File: src/rtl/mtrr_pkg.sv
package mtrr_pkg;
  typedef enum logic [2:0] {
    K_VBASE, K_VMASK, K_FIXED, K_PAT, K_DEF, K_NONE
  } reg_kind_e;

  function automatic logic range_type_ok(input logic [7:0] t);
    return (t == 8'd0) || (t == 8'd1) || (t == 8'd4) || (t == 8'd5) || (t == 8'd6);
  endfunction

  function automatic logic pat_type_ok(input logic [7:0] t);
    return range_type_ok(t) || (t == 8'd7);
  endfunction
endpackage

File: src/rtl/mtrr_lane_check.sv
module mtrr_lane_check #(
  parameter int LANES         = 8,
  parameter bit ALLOW_WEAK_UC = 1'b0
) (
  input  logic [8*LANES-1:0] data_i,
  output logic               ok_o
);
  import mtrr_pkg::*;
  logic [LANES-1:0] lane_ok;

  for (genvar g = 0; g < LANES; g++) begin : g_lane
    if (ALLOW_WEAK_UC) begin : g_pat
      assign lane_ok[g] = pat_type_ok(data_i[8*g +: 8]);
    end else begin : g_rng
      assign lane_ok[g] = range_type_ok(data_i[8*g +: 8]);
    end
  end

  assign ok_o = &lane_ok;
endmodule

File: src/rtl/mtrr_idx_decode.sv
module mtrr_idx_decode #(
  parameter int NUM_VAR    = 8,
  parameter int NUM_FIX16K = 2,
  parameter int NUM_FIX4K  = 8,
  parameter int IDX_W      = 5
) (
  input  logic [IDX_W-1:0]     idx_i,
  output mtrr_pkg::reg_kind_e  kind_o,
  output logic                 hit_o
);
  import mtrr_pkg::*;
  localparam int FIX64_IDX = 2 * NUM_VAR;
  localparam int PAT_IDX   = FIX64_IDX + 1 + NUM_FIX16K + NUM_FIX4K;
  localparam int DEF_IDX   = PAT_IDX + 1;

  always_comb begin
    int i;
    i = int'(idx_i);
    if (i < FIX64_IDX)    kind_o = idx_i[0] ? K_VMASK : K_VBASE;
    else if (i < PAT_IDX) kind_o = K_FIXED;
    else if (i == PAT_IDX) kind_o = K_PAT;
    else if (i == DEF_IDX) kind_o = K_DEF;
    else                  kind_o = K_NONE;
  end

  assign hit_o = (kind_o != K_NONE);
endmodule

File: src/rtl/mtrr_wr_check.sv
module mtrr_wr_check #(
  parameter int PHYS_W = 36
) (
  input  mtrr_pkg::reg_kind_e kind_i,
  input  logic [63:0]         data_i,
  output logic                ok_o
);
  import mtrr_pkg::*;
  logic fixed_ok, pat_ok, addr_ok, base_ok, mask_ok, def_ok;

  mtrr_lane_check #(.LANES(8), .ALLOW_WEAK_UC(1'b0)) u_fixed_lanes (
    .data_i(data_i), .ok_o(fixed_ok)
  );
  mtrr_lane_check #(.LANES(8), .ALLOW_WEAK_UC(1'b1)) u_pat_lanes (
    .data_i(data_i), .ok_o(pat_ok)
  );

  assign addr_ok = (data_i[63:PHYS_W] == '0);
  // the whole 12-bit field must equal a legal type, so 11:8 must be zero
  assign base_ok = addr_ok && (data_i[11:8] == 4'h0) && range_type_ok(data_i[7:0]);
  assign mask_ok = addr_ok && (data_i[10:0] == 11'h0);
  assign def_ok  = range_type_ok(data_i[7:0]) && (data_i[63:32] == 32'h0)
                   && ((data_i[31:0] & 32'hFFFF_F300) == 32'h0);

  always_comb begin
    unique case (kind_i)
      K_VBASE: ok_o = base_ok;
      K_VMASK: ok_o = mask_ok;
      K_FIXED: ok_o = fixed_ok;
      K_PAT:   ok_o = pat_ok;
      K_DEF:   ok_o = def_ok;
      default: ok_o = 1'b0;
    endcase
  end
endmodule

File: src/rtl/mtrr_store.sv
module mtrr_store #(
  parameter int NUM_REGS = 29,
  parameter int IDX_W    = 5
) (
  input  logic             clk_i,
  input  logic             rst_ni,
  input  logic             we_i,
  input  logic [IDX_W-1:0] idx_i,
  input  logic [63:0]      wdata_i,
  output logic [63:0]      rdata_o
);
  logic [63:0] regs_q [NUM_REGS];

  for (genvar g = 0; g < NUM_REGS; g++) begin : g_reg
    always_ff @(posedge clk_i or negedge rst_ni) begin
      if (!rst_ni)                              regs_q[g] <= '0;
      else if (we_i && (int'(idx_i) == g))      regs_q[g] <= wdata_i;
    end
  end

  always_comb begin
    rdata_o = '0;
    for (int i = 0; i < NUM_REGS; i++)
      if (int'(idx_i) == i) rdata_o = regs_q[i];
  end
endmodule

File: src/rtl/mtrr_regfile.sv
module mtrr_regfile #(
  parameter int NUM_VAR    = 8,
  parameter int NUM_FIX16K = 2,
  parameter int NUM_FIX4K  = 8,
  parameter int PHYS_W     = 36,
  parameter int IDX_W      = $clog2(2*NUM_VAR + 1 + NUM_FIX16K + NUM_FIX4K + 2)
) (
  input  logic             clk_i,
  input  logic             rst_ni,
  input  logic             req_valid_i,
  input  logic             req_write_i,
  input  logic [IDX_W-1:0] req_idx_i,
  input  logic [63:0]      req_wdata_i,
  output logic             rsp_valid_o,
  output logic             rsp_ok_o,
  output logic [63:0]      rsp_rdata_o
);
  import mtrr_pkg::*;
  localparam int NUM_REGS = 2*NUM_VAR + 1 + NUM_FIX16K + NUM_FIX4K + 2;

  reg_kind_e   kind;
  logic        hit, wr_ok, we;
  logic [63:0] rd_val;

  mtrr_idx_decode #(
    .NUM_VAR(NUM_VAR), .NUM_FIX16K(NUM_FIX16K), .NUM_FIX4K(NUM_FIX4K), .IDX_W(IDX_W)
  ) u_decode (
    .idx_i(req_idx_i), .kind_o(kind), .hit_o(hit)
  );

  mtrr_wr_check #(.PHYS_W(PHYS_W)) u_check (
    .kind_i(kind), .data_i(req_wdata_i), .ok_o(wr_ok)
  );

  assign we = req_valid_i && req_write_i && hit && wr_ok;

  mtrr_store #(.NUM_REGS(NUM_REGS), .IDX_W(IDX_W)) u_store (
    .clk_i(clk_i), .rst_ni(rst_ni), .we_i(we), .idx_i(req_idx_i),
    .wdata_i(req_wdata_i), .rdata_o(rd_val)
  );

  always_ff @(posedge clk_i or negedge rst_ni) begin
    if (!rst_ni) begin
      rsp_valid_o <= 1'b0;
      rsp_ok_o    <= 1'b0;
      rsp_rdata_o <= '0;
    end else begin
      rsp_valid_o <= req_valid_i;
      if (req_valid_i) begin
        rsp_ok_o    <= req_write_i ? (hit && wr_ok) : hit;
        rsp_rdata_o <= (!req_write_i && hit) ? rd_val : '0;
      end else begin
        rsp_ok_o    <= 1'b0;
        rsp_rdata_o <= '0;
      end
    end
  end
endmodule

File: config.mk
export PLATFORM = sky130hd
export DESIGN_NAME = mtrr_regfile
export DESIGN_NICKNAME = d
export VERILOG_FILES = /design/src/rtl/mtrr_pkg.sv /design/src/rtl/mtrr_lane_check.sv /design/src/rtl/mtrr_idx_decode.sv /design/src/rtl/mtrr_wr_check.sv /design/src/rtl/mtrr_store.sv /design/src/rtl/mtrr_regfile.sv
export SDC_FILE = /design/constraint.sdc
export NUM_CORES = 2
export LEC_CHECK = 0
export BUFFER_PORTS_ARGS = -buffer_cell sky130_fd_sc_hd__buf_2
export CORE_ASPECT_RATIO = 1.1
export CORE_MARGIN = 1
export CORE_UTILIZATION = 50
export CTS_CLUSTER_DIAMETER = 80
export DETAILED_ROUTE_END_ITERATION = 7
export PLACE_DENSITY = 0.7
export SLEW_MARGIN = 30
export SYNTH_ARGS = -nofsm -noshare
export SYNTH_HDL_FRONTEND = slang
export SYNTH_HIERARCHICAL = 1
export SYNTH_SLANG_ARGS = --single-unit
File: constraint.sdc
create_clock -name clk_i -period 2.6 [get_ports clk_i]
set_input_delay 0.39 -clock clk_i [delete_from_list [all_inputs] [get_ports clk_i]]
set_output_delay 0.39 -clock clk_i [all_outputs]
set_load 0.01 [all_outputs]
==> reports/results.ini <==
[clock_tree]
cts_tree = yes
clock_latency_ps = 880
cts_made_buffers = 193
path_clk_slew_ps = 60
cts_sinks = 1922
htreeDepth = 4
clk_path_buf_depth = 3
cts_root_buf = clkbuf_16

[worst_setup_path]
crit_fanout = 23
cp_slowest_stage_delay_ps = 600
crit_type = input pin to flip-flop
cp-start-kind = input pin
crit_top_cell = buf_12
reg2reg_depth = 9
worst_ep_arrival_time_ps = 3490
cp_cell_sequence = buf_8, buf_4, buf_12, nand2b_4, buf_12, buf_12, buf_4, nor2_4, buf_12, a22oi_1, o21ai_0, o41ai_1, buf_4, nand3_1, and3_1
cp-end-kind = flip-flop
critPathSlowestCell = o41ai_1
crit_required_ps = 3370

[floorplanning]
rows = 161
dieWidth_um = 403
start_util_pct = 50.4
core_um2 = 175000
dieArea_um2 = 178000
io_pins = 139
die_h_um = 443

[power_and_ir_drop]
finalPower_mw = 65.1
swShare_pct = 25.0
p_switching_mw = 16.3
ir_drop_mv = 0.758
power_density_nw_per_um2 = 610
seqPwrFrac_pct = 46.0
clockPowerShare_pct = 45.8
p_leak_nw = 54.5
pwr-share-comb_pct = 8.1
p_int_mw = 48.8

[layout]
area_growth_pct = 21.0
mostFrequentLayoutCells = dfrtp_1 (1922), mux2_2 (1903), buf_4 (749), o21ai_0 (370), buf_12 (239)
stdcell_area_um2 = 107000
fin_nets = 7608
fillCellCount = 13600
layout-drive-gt1-share_pct = 45.7
final_common_cell = dfrtp_1
fin_cells = 10000

[logic_synthesis]
synth-edff-count = 0
synth_top_area_share_pct = 54.5
async_reset_ff_share_pct = 100
synth_area_um2 = 88300
synthCells = 6883
synth_cell_type_count = 102
syn_avg_cell_area_um2 = 12.8
synth_largest_area_cell = dfrtp_1
yosys_register_bits = 1922
yosys_warnings = 6
synth_area_leaders = dfrtp_1 (54%), mux2_2 (24%), o21ai_0 (2.1%)
synth-main-ff-cell = dfrtp_1
synth_nets = 6956
ys_seq_area_share_pct = 54.5

[placed_design]
dp_cells = 9584
port_buffers = 138
gp_congestion = 1.02
place_area_um2 = 99200
hpwl_um = 233000

[route]
drt_iter0_drc = 9152
ant_nets = 0
dr_total_vias = 68300
wirelength_um = 349000
wl_per_cell_um = 34.9
drc = 6
first_pass_iters = 8
vias_per_cell = 6.83

[sta]
hold_viol = 0
maxSlewViolCount = 0
timing.final.crit_share_pct = 105
fin_crit_ps = 2720
fin_skew_ps = 47.2
max_freq_ghz = 0.368
whs_ps = 24.4
worst_pin_slew_ps = 1010
finalSetupViolations = 64
max_slew_margin_pct = 30.9
worst_slack_ps = -118
setup_tns_ps = -1330

[global_routing]
grt_pass1_vias = 68600
grt_pass1_wl_um = 493000
overflow = 0
antenna_found_initial = 25
grtUsageTotal_pct = 38.5
grt_max_degree = 78

[hold_path]
hold_path_depth = 2
min_path_type = input pin to flip-flop

[job]
cap_violations = 0

[run_status]
violations = DRC, setup timing
status = finished with violations

## sequential cells by signal (all words and copies together), names as in the netlist
name and count:
u_store/regs_q 1856, rsp_rdata_o 64, rsp_ok_o 1, rsp_valid_o 1
## per-layer routing
metal | global-route usage [%] | routed length, um
met5 | 0 | 54
met4 | 25.6 | 28000
met3 | 11.4 | 41100
met2 | 56.1 | 150000
met1 | 49.7 | 131000
## metrics by stage
stage | setup WS, ps | utilization, %
5_1_grt | -16.1 | 61.0
6_report | -118 | 61.0
3_3_place_gp | -1540 | 56.6
3_5_place_dp | -1150 | 56.6
4_1_cts | 31.5 | 60.5
2_1_floorplan | -57.4 | -
## timing repair
action                                  CTS  global route
cloned                                    0            12
endpoints found under the hold margin   111             4
resized for setup                        13            47
hold buffers                              4             1
setup endpoints to repair              1824          1747
buffers inserted                          1            20
pin swaps                                 2            10
## worst max-delay path: cells and delay by family
kind / cells / cell delay (ps)
buffers and inverters: 8 / 1380
AOI/OAI and AO/OA: 3 / 1070
and+or+nand+nor: 4 / 550
## cell type report
| cell class | count | area (um2) | area share [%] |
|---|---|---|---|
| Sequential cell | 1922 | 48100 | 45.0 |
| Multi-Input combinational cell | 4235 | 37200 | 34.8 |
| Timing Repair Buffer | 1153 | 11700 | 10.9 |
| Clock buffer | 278 | 5610 | 5.25 |
| Tap cell | 2282 | 2860 | 2.67 |
| Clock inverter | 80 | 1220 | 1.14 |
| Inverter | 30 | 113 | 0.105 |
| Antenna cell | 20 | 50.0 | 0.0468 |
## synth_stat cells, drive strengths merged (38+ instances only)
library cell and number:
a21oi 214, a221oi 77, a222oi 49, a22oi 49
a2bb2oi 41, and3 103, buf 376, clkbuf 321
dfrtp 1922, mux2 1918, mux2i 91, nand2 196
nand3 113, nor2 122, nor2b 38, nor3 42
nor4 41, o21ai 403, o221ai 41, o22a 40
o22ai 229
## path summary, 6_finish.rpt
| kind | start | to | slack, ps |
|---|---|---|---|
| worst max-delay path | req_idx_i[0] | rsp_rdata_o[37] | -120 |
| worst min-delay path | req_valid_i | rsp_valid_o | 20 |
| worst max register to register | u_store/regs_q[1736] | rsp_rdata_o[8] | 70 |
| worst min register to register | u_store/regs_q[1166] | u_store/regs_q[1166] | 490 |
| max in group asynchronous | rst_ni | u_store/regs_q[1635] | 1370 |
| min in group asynchronous | rst_ni | u_store/regs_q[1679] | 130 |
## kinds of logic after synthesis
| family | count (synthesis) | synth area share, % |
|---|---|---|
| multiplexers | 2028 | 26.0 |
| flip-flops | 1922 | 54.5 |
| AO/OA/AOI/OAI | 1454 | 11.0 |
| AND/OR/NAND/NOR | 751 | 4.64 |
| buffers and inverters | 727 | 3.90 |
| XOR/XNOR | 1 | 0.00992 |
## power by group through the flow
| stage | combinational, mW | sequential, mW | clock, mW |
|---|---|---|---|
| 4_1_cts | 5.07 | 30.0 | 30.0 |
| 3_5_place_dp | 5.03 | 30.5 | 0 |
| 3_3_place_gp | 4.99 | 30.5 | 0 |
| 2_1_floorplan | 1.69 | 30.6 | 0 |
| 6_report | 5.29 | 30.0 | 29.9 |
| 5_1_grt | 5.42 | 30.0 | 31.2 |
No activity file was read; power rests on OpenSTA's default activity.
